**src/rtl/fir_bcast_pkg.sv**
```systemverilog
package fir_bcast_pkg;

  // Accumulator width: one full product plus growth for summing all taps.
  function automatic int acc_width(input int dw, input int cw, input int taps);
    return dw + cw + ((taps > 1) ? $clog2(taps) : 0);
  endfunction

  // Width of an index that addresses one tap.
  function automatic int idx_width(input int taps);
    return (taps > 1) ? $clog2(taps) : 1;
  endfunction

endpackage

```
**src/rtl/fir_pe.sv**
```systemverilog
module fir_pe #(
  parameter int DW = 16,
  parameter int CW = 16,
  parameter int AW = 34
) (
  input  logic                 clk_i,
  input  logic                 rst_ni,
  input  logic                 en_i,
  input  logic signed [DW-1:0] x_i,
  input  logic signed [CW-1:0] w_i,
  input  logic signed [AW-1:0] sum_i,
  output logic signed [AW-1:0] sum_o
);
  localparam int PW = DW + CW;

  logic signed [PW-1:0] prod;
  logic signed [AW-1:0] prod_ext;
  logic signed [AW-1:0] sum_d;
  logic signed [AW-1:0] sum_q;

  always_comb begin
    prod     = x_i * w_i;
    prod_ext = AW'(prod);
    sum_d    = sum_i + prod_ext;
  end

  always_ff @(posedge clk_i or negedge rst_ni) begin
    if (!rst_ni)   sum_q <= '0;
    else if (en_i) sum_q <= sum_d;
  end

  assign sum_o = sum_q;
endmodule

```
**src/rtl/fir_coef_bank.sv**
```systemverilog
module fir_coef_bank #(
  parameter int TAPS = 3,
  parameter int CW   = 16,
  parameter int IW   = 2
) (
  input  logic                     clk_i,
  input  logic                     rst_ni,
  input  logic                     busy_i,
  input  logic                     we_i,
  input  logic [IW-1:0]            idx_i,
  input  logic [CW-1:0]            data_i,
  output logic [TAPS-1:0][CW-1:0]  w_o
);
  for (genvar k = 0; k < TAPS; k++) begin : g_tap
    logic          load;
    logic [CW-1:0] w_q;

    always_comb load = we_i && !busy_i && (idx_i == IW'(k));

    always_ff @(posedge clk_i or negedge rst_ni) begin
      if (!rst_ni)   w_q <= '0;
      else if (load) w_q <= data_i;
    end

    assign w_o[k] = w_q;
  end
endmodule

```
**src/rtl/fir_fill_tracker.sv**
```systemverilog
module fir_fill_tracker #(
  parameter int TAPS = 3
) (
  input  logic clk_i,
  input  logic rst_ni,
  input  logic in_valid_i,
  output logic out_valid_o
);
  localparam int CNTW = (TAPS > 1) ? $clog2(TAPS) : 1;
  localparam logic [CNTW-1:0] FULL = CNTW'(TAPS - 1);

  logic [CNTW-1:0] cnt_d, cnt_q;
  logic            vld_d, vld_q;

  always_comb begin
    cnt_d = cnt_q;
    vld_d = 1'b0;
    if (in_valid_i) begin
      vld_d = (cnt_q == FULL);
      if (cnt_q != FULL) cnt_d = cnt_q + 1'b1;
    end
  end

  always_ff @(posedge clk_i or negedge rst_ni) begin
    if (!rst_ni) begin
      cnt_q <= '0;
      vld_q <= 1'b0;
    end else begin
      cnt_q <= cnt_d;
      vld_q <= vld_d;
    end
  end

  assign out_valid_o = vld_q;
endmodule

```
**src/rtl/fir_bcast_array.sv**
```systemverilog
module fir_bcast_array
  import fir_bcast_pkg::*;
#(
  parameter  int TAPS = 3,
  parameter  int DW   = 16,
  parameter  int CW   = 16,
  localparam int IW   = idx_width(TAPS),
  localparam int AW   = acc_width(DW, CW, TAPS)
) (
  input  logic          clk_i,
  input  logic          rst_ni,
  input  logic          in_valid_i,
  input  logic [DW-1:0] in_data_i,
  input  logic          coef_we_i,
  input  logic [IW-1:0] coef_idx_i,
  input  logic [CW-1:0] coef_data_i,
  output logic          out_valid_o,
  output logic [AW-1:0] out_data_o
);
  logic [TAPS-1:0][CW-1:0] weights;
  logic [TAPS:0][AW-1:0]   psum;

  fir_coef_bank #(.TAPS(TAPS), .CW(CW), .IW(IW)) u_coef (
    .clk_i  (clk_i),
    .rst_ni (rst_ni),
    .busy_i (in_valid_i),
    .we_i   (coef_we_i),
    .idx_i  (coef_idx_i),
    .data_i (coef_data_i),
    .w_o    (weights)
  );

  // Chain head: the element holding the oldest-sample tap starts from zero.
  assign psum[TAPS] = '0;

  for (genvar k = 0; k < TAPS; k++) begin : g_pe
    fir_pe #(.DW(DW), .CW(CW), .AW(AW)) u_pe (
      .clk_i  (clk_i),
      .rst_ni (rst_ni),
      .en_i   (in_valid_i),
      .x_i    (in_data_i),
      .w_i    (weights[k]),
      .sum_i  (psum[k+1]),
      .sum_o  (psum[k])
    );
  end

  fir_fill_tracker #(.TAPS(TAPS)) u_fill (
    .clk_i       (clk_i),
    .rst_ni      (rst_ni),
    .in_valid_i  (in_valid_i),
    .out_valid_o (out_valid_o)
  );

  assign out_data_o = psum[0];
endmodule

```
**config.mk**
```make
export PLATFORM = sky130hd
export DESIGN_NAME = fir_bcast_array
export DESIGN_NICKNAME = d
export VERILOG_FILES = /design/src/rtl/fir_bcast_pkg.sv /design/src/rtl/fir_pe.sv /design/src/rtl/fir_coef_bank.sv /design/src/rtl/fir_fill_tracker.sv /design/src/rtl/fir_bcast_array.sv
export SDC_FILE = /design/constraint.sdc
export NUM_CORES = 2
export LEC_CHECK = 0
export ABC_AREA = 1
export ABC_CLOCK_PERIOD_IN_PS = 5450
export BUFFER_PORTS_ARGS = -buffer_cell sky130_fd_sc_hd__buf_2
export CORE_MARGIN = 2
export CORE_UTILIZATION = 45
export CTS_CLUSTER_SIZE = 25
export DETAILED_ROUTE_END_ITERATION = 10
export SLEW_MARGIN = 0
export SYNTH_ARGS = -nofsm -noshare
export SYNTH_HDL_FRONTEND = slang
export SYNTH_HIERARCHICAL = 1
export SYNTH_SLANG_ARGS = --single-unit
export TNS_END_PERCENT = 5
```
**constraint.sdc**
```tcl
create_clock -name clk_i -period 5.45 [get_ports clk_i]
set_input_delay 0.8175 -clock clk_i [delete_from_list [all_inputs] [get_ports clk_i]]
set_output_delay 0.8175 -clock clk_i [all_outputs]
set_load 0.1 [all_outputs]
```
==> results.md <==
- Internal reg-to-reg setup slack: -0.10 ns
- Starting DRT DRC Count: between 2,000 and 2,500
- Sequential cell area fraction in the yosys report: about 9%
- Dpl hpwl: around 110 mm
- Synth area leaders: fa_1 43%, nand2_1 14%, inv_1 14%
- Initial antenna violation count: 4
- Share of cells above drive strength 1: about 16%
- Rel. slew slack: 40.43%
- Metal3 WL: 5.361 mm
- Synth unique cells: between 40 and 50
- H-tree depth: 4
- Setup ws final: -0.1599 ns
- Tcrit/Tclk final: 102.9%
- First-pass GRT wire length: between 200 and 250 mm
- Largest family of logic cells by synthesized area: adder cells
- Final Critical Period: ~5.6 ns
- Ys flop type: dfrtp_1
- Clock latency at the later pin of the worst-skew pair: 0.50 ns
- Commonest non-fill, non-tap cells in the layout: 1,570 x nand2_1, 1,560 x inv_1, 897 x fa_1, 481 x buf_4, 257 x ha_1
- FF-to-FF End: g_pe[2].u_pe/sum_o[30]
- Routed WL: between 100 and 150 mm
- Crit path to: g_pe[2].u_pe/sum_o[30]
- Xor and xnor area share after synthesis: less than 1%
- Vias/cell: ~4.8
- Die ar.: about 97,000 µm²
- Core ar.: 94,590 µm²
- Hold Slack: approximately 0.31 ns
- Hold WC Path Type: in2async
- RSZ-0062 raised after global routing: yes
- Final Skew: approximately 0.018 ns
- Adder-cell share of the synthesized area: roughly half
- Avg Cell Area, Syn: ~7.8 µm²
- Met1 wire length: roughly 52 mm
- Compound-gate portion of the synthesized area: between 2 and 2.5%
- Syn Inst Count: ~5,500
- TritonCTS clock tree: done
- Fmax: about 180 MHz
- Reg2reg start: u_coef/g_tap[2].w_q[15]
- Worst stage delay on the critical path: between 0.7 and 0.8 ns
- Setup Crit Path Kind: in2reg
- RePlAce Congestion: between 0.9 and 1
- Hold_buf cts: 0
- Clock buffer depth: 2
- Req. time, crit path: slightly below 6 ns
- Synth Register Bits: 153
- FF+latch area: between 3000 and 4000 µm²
- Fin nets: between 7,000 and 8,000
- Violated checks: setup timing
- DRC Markers: 0
- Num CTS Buffers: 17
- Inserted Diodes: 0
- Met2 wire length: approximately 60 mm
- Worst setup SP type: input pin
- Clk slew on worst S/H paths: around 0.08 ns
- Multiplexer area fraction after synthesis: 0%
- Most common cell after layout, fill and taps aside: nand2_1
- CP max stage cell: fa_2
- Critical path peak fanout: 11
- Slew Limit Fails: 0
- Vias: 34,750
- Area Growth Syn to Fin: 18.98%
- CTS Root Cell: clkbuf_16
- WP data arrival: ~6.0 ns
- Starting density of the core: between 40% and 50%
- CP Launch Point: in_data_i[15]
- Post-synth top area cell: fa_1
- Simple-gate portion of the synthesized area: 20.38%
- I/O pin cnt: 73
- Routed length per instance: around 17 µm
- Mapped cell area: ~43,000 µm²
- Most used cell, CP: nand2_1
- Largest net degree at the start of global routing: 90
- Final hold viol count: 0
- Critical Path End Type: flip-flop
- Slew of the pin with the lowest slew margin: around 0.9 ns
- Buffers on Ports: just over 70
- Reg2Reg Depth: 23
- Die height: 312.1 µm
- Setup violations, final: 43
- # clock sinks: 153
- Status: finished, violations left
- Gr usage total: 26.82%
- Share of the synthesized area in the top cell type: 42.87%
- DR top layer: met5
- Filler Cell Count: roughly 9,000
- Post-synth EDFFs: 0
- Die width: around 310 µm
- Asr flop ratio synth: 100.0%
- Remaining antenna violation count: 0
- Placement Rows: between 100 and 150
- Synth warn: 6
- Multi-input gate area: roughly 33,000 µm²
- Vias in the first global route: approximately 38,000
- Grt ovf: 0
- Max-cap violations: 0
- Drt pass-1 iters: 6
- Critical path cell sequence: buf_12 -> buf_6 -> nand2_1 -> inv_1 -> fa_2 -> inv_2 -> fa_2 -> inv_2 -> fa_2 -> fa_2 -> fa_1 -> inv_1 -> fa_1 -> inv_1 -> ha_4 -> nand2_1 -> nor2_2 -> nand2_2 -> nor3_1 -> nand2_1 -> nand2_1 -> nand2_1 -> nand3_1 -> nand2_1
worst min path at each step:
stage | end | slack, ns | depth (start not counted)
floorplan | u_coef/g_tap[0].w_q[0] | 0.44 | 2
detailed placement | g_pe[0].u_pe/sum_o[3] | 0.45 | 2
CTS | g_pe[0].u_pe/sum_o[6] | 0.32 | 1
global placement | g_pe[0].u_pe/sum_o[3] | 0.45 | 2
finish | g_pe[0].u_pe/sum_o[6] | 0.31 | 1
global route | g_pe[0].u_pe/sum_o[6] | 0.35 | 1
routing by layer:
metal  up-vias  track usage, %
li1      16470               -
met1     17290           33.98
met2       787           47.42
met3       201           2.727
met4         4           10.10
met5         -               0
cells in the mapped netlist (3+ instances only):
cell         n
a21o_1       8
a21oi_1     79
and2_1       9
and2_4       3
buf_2       11
buf_4        5
buf_6        6
clkbuf_1   173
dfrtp_1    153
fa_1       915
ha_1       307
inv_1     1582
inv_2       18
nand2_1   1604
nand2_2     26
nand2_4      5
nand3_1    209
nand3_2      3
nand3b_1     6
nand4_1     29
nor2_1     124
nor2_2      18
nor2_4       8
nor3_1      15
nor3_2       3
nor4_1       3
o21ai_0     40
o21ai_1     12
o21bai_1    14
or2_1        9
or2_2       26
xnor2_1     28
xor2_1       9
layout make-up:
cell class / count / share of cell area (%)
sequential: 153 / 7.556
tap: 1265 / 3.113
clock inverter: 14 / 0.2978
multi-input combinational: 3558 / 65.34
timing repair buffer: 636 / 10.98
clock buffer: 18 / 0.8639
inverter: 1602 / 11.85
cells by family after synthesis:
group           count (synthesis)
simple gates                 2106
other cells                     1
buf+inv                      1798
flops                         153
fa+ha+maj                    1222
xor+xnor                       37
compound gates                159
state kept, by name (all words and copies together) (netlist names):
register            flops
g_pe.u_pe/sum_o       102
u_coef/g_tap.w_q       48
u_fill/cnt_q            2
u_fill/out_valid_o      1
per-stage QoR:
stage | setup slack, ns | utilization, % | instances | TNS (ns) | cell area (µm²)
final | -0.1599 | 53.75 | 7246 | -2.739 | 50840
after global routing | -0.3685 | 53.75 | 7246 | -15.61 | 50840
after CTS | -0.1614 | 53.38 | 7242 | -2.072 | 50490
after detailed placement | -0.8926 | 52.06 | 7200 | -48.80 | 49240
after global placement | -0.8547 | 52.06 | 7200 | -45.84 | 49240
after floorplan | -0.4201 | - | 5509 | -20.24 | 43150
worst max-delay path: cells and delay by family:
kind	cells	cell delay [ns]
simple gates	10	1.05
buf+inv	7	0.59
fa+ha+maj	7	3.55
timing repair:
action                                  CTS  global route
pin swaps                                31            27
cloned                                    1             0
buffers inserted                          9             4
gates resized for setup                 114            76
endpoints found under the setup margin   63            71
Power is not shown: default switching activity piles up to over one toggle a cycle in this logic, so the estimate is an artifact.
